## src/rtl/mtc_pkg.sv

```systemverilog
package mtc_pkg;

   typedef enum logic [2:0] {
      MD_IDLE    = 3'd0,
      MD_BAUD    = 3'd1,
      MD_RELOAD  = 3'd2,
      MD_UPDOWN  = 3'd3,
      MD_CAPTURE = 3'd4,
      MD_CLKOUT  = 3'd5
   } mtc_mode_e;

   typedef struct packed {
      logic ovf;      // sets overflow flag
      logic ext_set;  // sets external flag
      logic ext_tgl;  // toggles external flag
      logic pin_tgl;  // toggles clock-out drive
   } mtc_evt_t;

endpackage

```

## src/rtl/mtc_pin_edge.sv

```systemverilog
module mtc_pin_edge #(
   parameter int SYNC_STAGES = 0
) (
   input  logic clk,
   input  logic rst_n,
   input  logic pin,
   output logic fall
);

   if (SYNC_STAGES < 0 || SYNC_STAGES > 4) begin : g_bad_sync
      $error("mtc_pin_edge: SYNC_STAGES out of range");
   end

   logic pin_s;
   logic prev_q;

   if (SYNC_STAGES == 0) begin : g_direct
      assign pin_s = pin;
   end else begin : g_sync
      logic [SYNC_STAGES-1:0] sh_q;
      always_ff @(posedge clk or negedge rst_n) begin
         if (!rst_n) begin
            sh_q <= '0;
         end else begin
            sh_q[0] <= pin;
            for (int i = 1; i < SYNC_STAGES; i++) begin
               sh_q[i] <= sh_q[i-1];
            end
         end
      end
      assign pin_s = sh_q[SYNC_STAGES-1];
   end

   always_ff @(posedge clk or negedge rst_n) begin
      if (!rst_n) prev_q <= 1'b0;
      else        prev_q <= pin_s;
   end

   assign fall = prev_q & ~pin_s;

endmodule

```

## src/rtl/mtc_mode_dec.sv

```systemverilog
module mtc_mode_dec
   import mtc_pkg::*;
(
   input  logic      clk,
   input  logic      rst_n,
   input  logic      run_en,
   input  logic      ctr_sel,
   input  logic      cap_sel,
   input  logic      baud_rx_sel,
   input  logic      baud_tx_sel,
   input  logic      clkout_en,
   input  logic      updown_en,
   input  logic      cyc_tick,
   input  logic      fast_tick,
   input  logic      cnt_fall,
   output mtc_mode_e mode,
   output logic      step,
   output logic      pin_oe
);

   always_comb begin
      if (!run_en)                        mode = MD_IDLE;
      else if (clkout_en)                 mode = MD_CLKOUT;
      else if (baud_rx_sel | baud_tx_sel) mode = MD_BAUD;
      else if (cap_sel)                   mode = MD_CAPTURE;
      else if (updown_en)                 mode = MD_UPDOWN;
      else                                mode = MD_RELOAD;
   end

   always_comb begin
      unique case (mode)
         MD_CLKOUT:  step = ~cap_sel & (ctr_sel ? cnt_fall : fast_tick);
         MD_RELOAD,
         MD_UPDOWN,
         MD_CAPTURE: step = ctr_sel ? cnt_fall : cyc_tick;
         default:    step = 1'b0;
      endcase
   end

   assign pin_oe = (mode == MD_CLKOUT) & ~ctr_sel;

   AST_NO_STEP_STOPPED: assert property (@(posedge clk) disable iff (!rst_n)
      (!run_en || ((baud_rx_sel || baud_tx_sel) && !clkout_en)) |-> !step)
      else $error("step while stopped");

endmodule

```

## src/rtl/mtc_count_core.sv

```systemverilog
module mtc_count_core
   import mtc_pkg::*;
#(
   parameter int CNT_W = 16
) (
   input  logic             clk,
   input  logic             rst_n,
   input  mtc_mode_e        mode,
   input  logic             step,
   input  logic             up_dir,
   input  logic             ext_fall,
   input  logic             ext_en,
   input  logic             cnt_wr,
   input  logic [CNT_W-1:0] cnt_wdata,
   input  logic             rld_wr,
   input  logic [CNT_W-1:0] rld_wdata,
   output logic [CNT_W-1:0] count_q,
   output logic [CNT_W-1:0] rld_q,
   output mtc_evt_t         evt
);

   localparam logic [CNT_W-1:0] ALL_ONES = '1;
   localparam logic [CNT_W-1:0] ZERO     = '0;

   logic [CNT_W-1:0] cnt_n, rld_n, inc_v, dec_v;
   logic             at_top, ext_hit;

   assign inc_v   = count_q + 1'b1;
   assign dec_v   = count_q - 1'b1;
   assign at_top  = (count_q == ALL_ONES);
   assign ext_hit = ext_fall & ext_en;

   always_comb begin
      cnt_n = count_q;
      rld_n = rld_q;
      evt   = '0;
      unique case (mode)
         MD_RELOAD: begin
            if (ext_hit) begin
               cnt_n       = rld_q;
               evt.ext_set = 1'b1;
            end else if (step) begin
               if (at_top) begin
                  cnt_n   = rld_q;
                  evt.ovf = 1'b1;
               end else begin
                  cnt_n = inc_v;
               end
            end
         end
         MD_CAPTURE: begin
            if (step) begin
               cnt_n   = inc_v;
               evt.ovf = at_top;
            end
            if (ext_hit) begin
               rld_n       = count_q;
               evt.ext_set = 1'b1;
            end
         end
         MD_UPDOWN: begin
            if (step) begin
               if (up_dir) begin
                  if (at_top) begin
                     cnt_n       = rld_q;
                     evt.ovf     = 1'b1;
                     evt.ext_tgl = 1'b1;
                  end else begin
                     cnt_n = inc_v;
                  end
               end else begin
                  if (dec_v == rld_q) begin
                     cnt_n       = ALL_ONES;
                     evt.ovf     = 1'b1;
                     evt.ext_tgl = 1'b1;
                  end else begin
                     cnt_n = dec_v;
                  end
               end
            end
         end
         MD_CLKOUT: begin
            if (ext_hit) evt.ext_set = 1'b1;
            if (step) begin
               if (at_top) begin
                  cnt_n       = rld_q;
                  evt.pin_tgl = 1'b1;
               end else begin
                  cnt_n = inc_v;
               end
            end
         end
         default: ;
      endcase
      if (cnt_wr) cnt_n = cnt_wdata;
      if (rld_wr) rld_n = rld_wdata;
   end

   always_ff @(posedge clk or negedge rst_n) begin
      if (!rst_n) begin
         count_q <= ZERO;
         rld_q   <= ZERO;
      end else begin
         count_q <= cnt_n;
         rld_q   <= rld_n;
      end
   end

   AST_IDLE_HOLD: assert property (@(posedge clk) disable iff (!rst_n)
      (mode == MD_IDLE && !cnt_wr) |=> $stable(count_q))
      else $error("count moved while idle");

   AST_RELOAD_WRAP: assert property (@(posedge clk) disable iff (!rst_n)
      (mode == MD_RELOAD && step && !ext_hit && at_top && !cnt_wr)
      |=> (count_q == $past(rld_q)))
      else $error("reload wrap wrong");

   AST_CAPTURE_WRAP: assert property (@(posedge clk) disable iff (!rst_n)
      (mode == MD_CAPTURE && step && at_top && !cnt_wr)
      |=> (count_q == ZERO))
      else $error("capture wrap wrong");

   AST_DOWN_MATCH: assert property (@(posedge clk) disable iff (!rst_n)
      (mode == MD_UPDOWN && !up_dir && evt.ovf && !cnt_wr)
      |=> (count_q == ALL_ONES))
      else $error("down match did not load all-ones");

endmodule

```

## src/rtl/mtc_flag_unit.sv

```systemverilog
module mtc_flag_unit
   import mtc_pkg::*;
(
   input  logic     clk,
   input  logic     rst_n,
   input  mtc_evt_t evt,
   input  logic     pin_oe,
   input  logic     ovf_clr,
   input  logic     ext_clr,
   output logic     ovf_q,
   output logic     ext_q,
   output logic     clk_q
);

   always_ff @(posedge clk or negedge rst_n) begin
      if (!rst_n) begin
         ovf_q <= 1'b0;
         ext_q <= 1'b0;
         clk_q <= 1'b0;
      end else begin
         ovf_q <= (ovf_q & ~ovf_clr) | evt.ovf;
         ext_q <= ((ext_q & ~ext_clr) | evt.ext_set) ^ evt.ext_tgl;
         clk_q <= clk_q ^ (evt.pin_tgl & pin_oe);
      end
   end

   AST_OVF_STICKY: assert property (@(posedge clk) disable iff (!rst_n)
      (ovf_q && !ovf_clr) |=> ovf_q)
      else $error("overflow flag dropped");

   AST_OVF_SET: assert property (@(posedge clk) disable iff (!rst_n)
      evt.ovf |=> ovf_q)
      else $error("overflow flag not set");

   AST_PIN_QUIET: assert property (@(posedge clk) disable iff (!rst_n)
      !(evt.pin_tgl && pin_oe) |=> $stable(clk_q))
      else $error("clock-out drive moved without wrap");

endmodule

```

## src/rtl/mtc_timer16.sv

```systemverilog
module mtc_timer16
   import mtc_pkg::*;
#(
   parameter int CNT_W       = 16,
   parameter int SYNC_STAGES = 0
) (
   input  logic             clk,
   input  logic             rst_n,
   input  logic             cyc_tick,
   input  logic             fast_tick,
   input  logic             cnt_pin_in,
   input  logic             ext_pin_in,
   input  logic             run_en,
   input  logic             ctr_sel,
   input  logic             cap_sel,
   input  logic             ext_en,
   input  logic             baud_rx_sel,
   input  logic             baud_tx_sel,
   input  logic             clkout_en,
   input  logic             updown_en,
   input  logic             cnt_wr,
   input  logic [CNT_W-1:0] cnt_wdata,
   input  logic             rld_wr,
   input  logic [CNT_W-1:0] rld_wdata,
   input  logic             ovf_clr,
   input  logic             ext_clr,
   output logic [CNT_W-1:0] count_q,
   output logic [CNT_W-1:0] rld_q,
   output logic             ovf_flag,
   output logic             ext_flag,
   output logic             clk_out,
   output logic             clk_out_oe
);

   if (CNT_W < 2 || CNT_W > 32) begin : g_bad_width
      $error("mtc_timer16: CNT_W out of range");
   end

   mtc_mode_e mode;
   mtc_evt_t  evt;
   logic      cnt_fall, ext_fall, step;

   mtc_pin_edge #(.SYNC_STAGES(SYNC_STAGES)) u_cnt_edge (
      .clk(clk), .rst_n(rst_n), .pin(cnt_pin_in), .fall(cnt_fall)
   );

   mtc_pin_edge #(.SYNC_STAGES(SYNC_STAGES)) u_ext_edge (
      .clk(clk), .rst_n(rst_n), .pin(ext_pin_in), .fall(ext_fall)
   );

   mtc_mode_dec u_dec (
      .clk(clk), .rst_n(rst_n),
      .run_en(run_en), .ctr_sel(ctr_sel), .cap_sel(cap_sel),
      .baud_rx_sel(baud_rx_sel), .baud_tx_sel(baud_tx_sel),
      .clkout_en(clkout_en), .updown_en(updown_en),
      .cyc_tick(cyc_tick), .fast_tick(fast_tick), .cnt_fall(cnt_fall),
      .mode(mode), .step(step), .pin_oe(clk_out_oe)
   );

   mtc_count_core #(.CNT_W(CNT_W)) u_core (
      .clk(clk), .rst_n(rst_n),
      .mode(mode), .step(step), .up_dir(ext_pin_in),
      .ext_fall(ext_fall), .ext_en(ext_en),
      .cnt_wr(cnt_wr), .cnt_wdata(cnt_wdata),
      .rld_wr(rld_wr), .rld_wdata(rld_wdata),
      .count_q(count_q), .rld_q(rld_q), .evt(evt)
   );

   mtc_flag_unit u_flags (
      .clk(clk), .rst_n(rst_n), .evt(evt), .pin_oe(clk_out_oe),
      .ovf_clr(ovf_clr), .ext_clr(ext_clr),
      .ovf_q(ovf_flag), .ext_q(ext_flag), .clk_q(clk_out)
   );

   AST_UPDOWN_NO_EXT_SET: assert property (@(posedge clk) disable iff (!rst_n)
      (mode == MD_UPDOWN && !ext_flag && !evt.ext_tgl) |=> !ext_flag)
      else $error("external flag set by pin in up/down mode");

endmodule

```

## config.mk

```make
export PLATFORM = sky130hd
export DESIGN_NAME = mtc_timer16
export DESIGN_NICKNAME = d
export VERILOG_FILES = /design/src/rtl/mtc_pkg.sv /design/src/rtl/mtc_pin_edge.sv /design/src/rtl/mtc_mode_dec.sv /design/src/rtl/mtc_count_core.sv /design/src/rtl/mtc_flag_unit.sv /design/src/rtl/mtc_timer16.sv
export SDC_FILE = /design/constraint.sdc
export NUM_CORES = 1
export LEC_CHECK = 0
export BUFFER_PORTS_ARGS = -buffer_cell sky130_fd_sc_hd__buf_2
export CELL_PAD_IN_SITES_DETAIL_PLACEMENT = 2
export CELL_PAD_IN_SITES_GLOBAL_PLACEMENT = 2
export CORE_MARGIN = 3
export CORE_UTILIZATION = 32
export DETAILED_ROUTE_END_ITERATION = 8
export GPL_ROUTABILITY_DRIVEN = 0
export PLACE_DENSITY_LB_ADDON = 0.1
export SLEW_MARGIN = 0
export SYNTH_ARGS = -nofsm -noshare
export SYNTH_HDL_FRONTEND = slang
export SYNTH_SLANG_ARGS = --single-unit
```

## constraint.sdc

```tcl
create_clock -name clk -period 4.1 [get_ports clk]
set_clock_uncertainty 0.2 [all_clocks]
set_input_delay 0.205 -clock clk [delete_from_list [all_inputs] [get_ports clk]]
set_output_delay 0.205 -clock clk [all_outputs]
set_load 0.05 [all_outputs]
```

==> results.yml <==
global_routing:
  grt_usage_pct: 29.4
  grt_antenna_before_repair: 0
  grt_max_degree: 38
  grt-ovfl-total: 0
  grt_pass1_vias: 5466
  grt_pass1_wl_um: 32900
cells_and_area:
  final_common_cell: "buf_2"
  finalNetCount: 702
  diodes: 0
  drive_gt1_share_pct: 22.4
  final_core_util_pct: 40.5
  areaGrowthSynthToFinish_pct: 22.3
  most-common-layout-cells: "buf_2, nand2_1, o21ai_0, nor2_1, a21oi_1"
  fin_cells: 823
worst_setup_path:
  critPathKind: "reg2reg"
  arrival_ps: 3780
  cp_max_fo: 12
  crit_required_ps: 4100
  startpoint_type: "flop"
  endpoint_kind: "flop"
detailed_routing:
  drt-met1-wl_um: 9570
  wl_per_cell_um: 25.9
  firstDrtPassIters: 5
  highest_layer: "met4"
  drt_wl_total_um: 21300
  via_per_inst: 6.21
  ant_nets: 0
  wl_met3_um: 1250
  drtIter0Drc: 356
  drc: 0
  wl_met2_um: 10100
  vias: 5113
power:
  pwr_density_cell_nw_per_um2: 344
  power_leakage_nw: 2.16
  max-vdd-ir-drop_v: 0.000155
place:
  hpwl_um: 15600
  placedCellCount: 797
  io_buffers: 85
run:
  max-cap-violations: 0
floorplan:
  start_util_pct: 33.2
  die_w_um: 121
  num_rows: 41
  dieArea_sq_um: 14700
  fp.dieH_um: 121
  coreArea_sq_um: 12800
  num_io_pins: 86
timing:
  post-route-period-util_pct: 92.3
  tightest_slew_ps: 1040
  slew_headroom_pct: 30.8
  fmax_mhz: 264
  fin_setup_tns_ps: 0
  rsz0062_at_grt: "false"
  finalHoldViolCount: 0
  period_minus_slack_ps: 3780
  finalMaxSlewViolations: 0
  holdWs_ps: 35.1
  setup_viol: 0
yosys:
  async_flop_share_pct: 100
  synth_area_sq_um: 4250
  syn_avg_cell_area_sq_um: 7.54
  synth_top_area_share_pct: 21.8
  ys_top_cells_by_area: "dfrtp_1, xnor2_1, o21ai_0"
  synth-edff-count: 0
  yosysSeqAreaShare_pct: 21.8
  yosysTopAreaCell: "dfrtp_1"
  syn_inst: 564
  syn_nets: 616
  ys_warn_count: 0
  yosysUniqueCellTypes: 78
  synth_ff_type: "dfrtp_1"
  yosys_register_bits: 37
clocking:
  cts_buffers: 5
  clk_pin_slew_ps: 70
  cts_tree: "yes"
  ctsHoldBuffers: 18
  cts_root_buffer: "clkbuf_16"
  clock_latency_ps: 310
  clock_path_buffers: 2
  postCtsSetupRepairBufs: 0
  numClockSinks: 37
  ctsResizeCount: 0
  htreeDepth: 2
hold_path:
  hp-class: "in2reg"
run_status:
  status: "finished, final reports clean"
[sequential cells by signal, summed over array words and instances (netlist names)]
register / cells
u_flags.ext_q: 1
u_core.rld_q: 16
u_ext_edge.prev_q: 1
u_flags.clk_q: 1
u_core.count_q: 16
u_cnt_edge.prev_q: 1
u_flags.ovf_q: 1
[final timing paths]
kind                                    from                 to  slack [ps]  depth (start not counted)
setup / recovery           u_core.count_q[0]      u_flags.ovf_q         320                         10
hold / removal                  cnt_wdata[6]  u_core.count_q[6]          40                          3
setup reg to reg           u_core.count_q[0]      u_flags.ovf_q         320                         10
hold reg to reg                u_flags.clk_q      u_flags.clk_q         270                          1
max in group asynchronous              rst_n      u_flags.ovf_q        2640                          2
min in group asynchronous              rst_n  u_core.count_q[5]         390                          2
[cell families (layout without fill, tap and decap cells)]
| group | Yosys count | after routing | share of synthesized area (%) |
|---|---|---|---|
| compound gates | 208 | 208 | 33.7 |
| simple gates | 203 | 203 | 26.2 |
| buf+inv | 65 | 152 | 6.89 |
| xor+xnor | 37 | 37 | 7.95 |
| flops | 37 | 37 | 21.8 |
| mux | 12 | 12 | 2.88 |
| fa+ha+maj | 2 | 2 | 0.588 |
[critical path: stages (launching register included)]
cell and delay, ps:
dfrtp_1 540, inv_1 210, ha_1 240, or3b_2 520, nor3_1 450, xnor3_1 280
o2111ai_1 190, nor3_2 410, buf_4 270, nand2_4 130, o41ai_4 210
[per-stage QoR]
stage / total power, mW / worst slack (ps) / instance area (sq um)
finish: 1.79 / 316 / 5200
global route: 1.87 / 60.9 / 5200
CTS: 1.78 / 403 / 5200
detailed placement: 1.34 / 432 / 4870
global placement: 1.32 / 534 / 4870
floorplan: 1.06 / 892 / 4250
[report_power, final]
| group | switching (mW) | internal, mW | total (mW) |
|---|---|---|---|
| clock | 0.193 | 0.227 | 0.420 |
| sequential | 0.128 | 0.406 | 0.534 |
| combinational | 0.555 | 0.280 | 0.835 |
[per-layer routing]
| metal | global-route usage [%] | vias to the layer above |
|---|---|---|
| li1 | - | 2311 |
| met1 | 39.4 | 2609 |
| met2 | 49.1 | 168 |
| met3 | 4.62 | 25 |
| met4 | 8.19 | 0 |
| met5 | 0 | - |
[layout make-up]
cell class	count	area [sq um]
sequential	37	926
multi-input combinational	462	3050
clock buffer	5	125
inverter	14	52.6
clock inverter	3	22.5
fill	1523	7630
tap	172	215
timing repair buffer	130	808
[synthesized netlist by cell type (all sizes together) (5+ instances only)]
master / number
and2: 7
o211ai: 12
a22oi: 5
nand4: 11
inv: 13
o2111ai: 5
o21ai: 49
dfrtp: 37
clkbuf: 32
and3: 5
o21a: 6
xor2: 10
nand2: 51
nor4: 12
xnor2: 26
a221oi: 5
a21oi: 40
buf: 19
nand2b: 12
a211oi: 9
a2111oi: 6
nor2: 42
nand3: 20
o311ai: 5
o22ai: 12
nor3: 17
a31oi: 13
mux2i: 10
a21boi: 5
No activity file was read; power rests on OpenSTA's default activity.
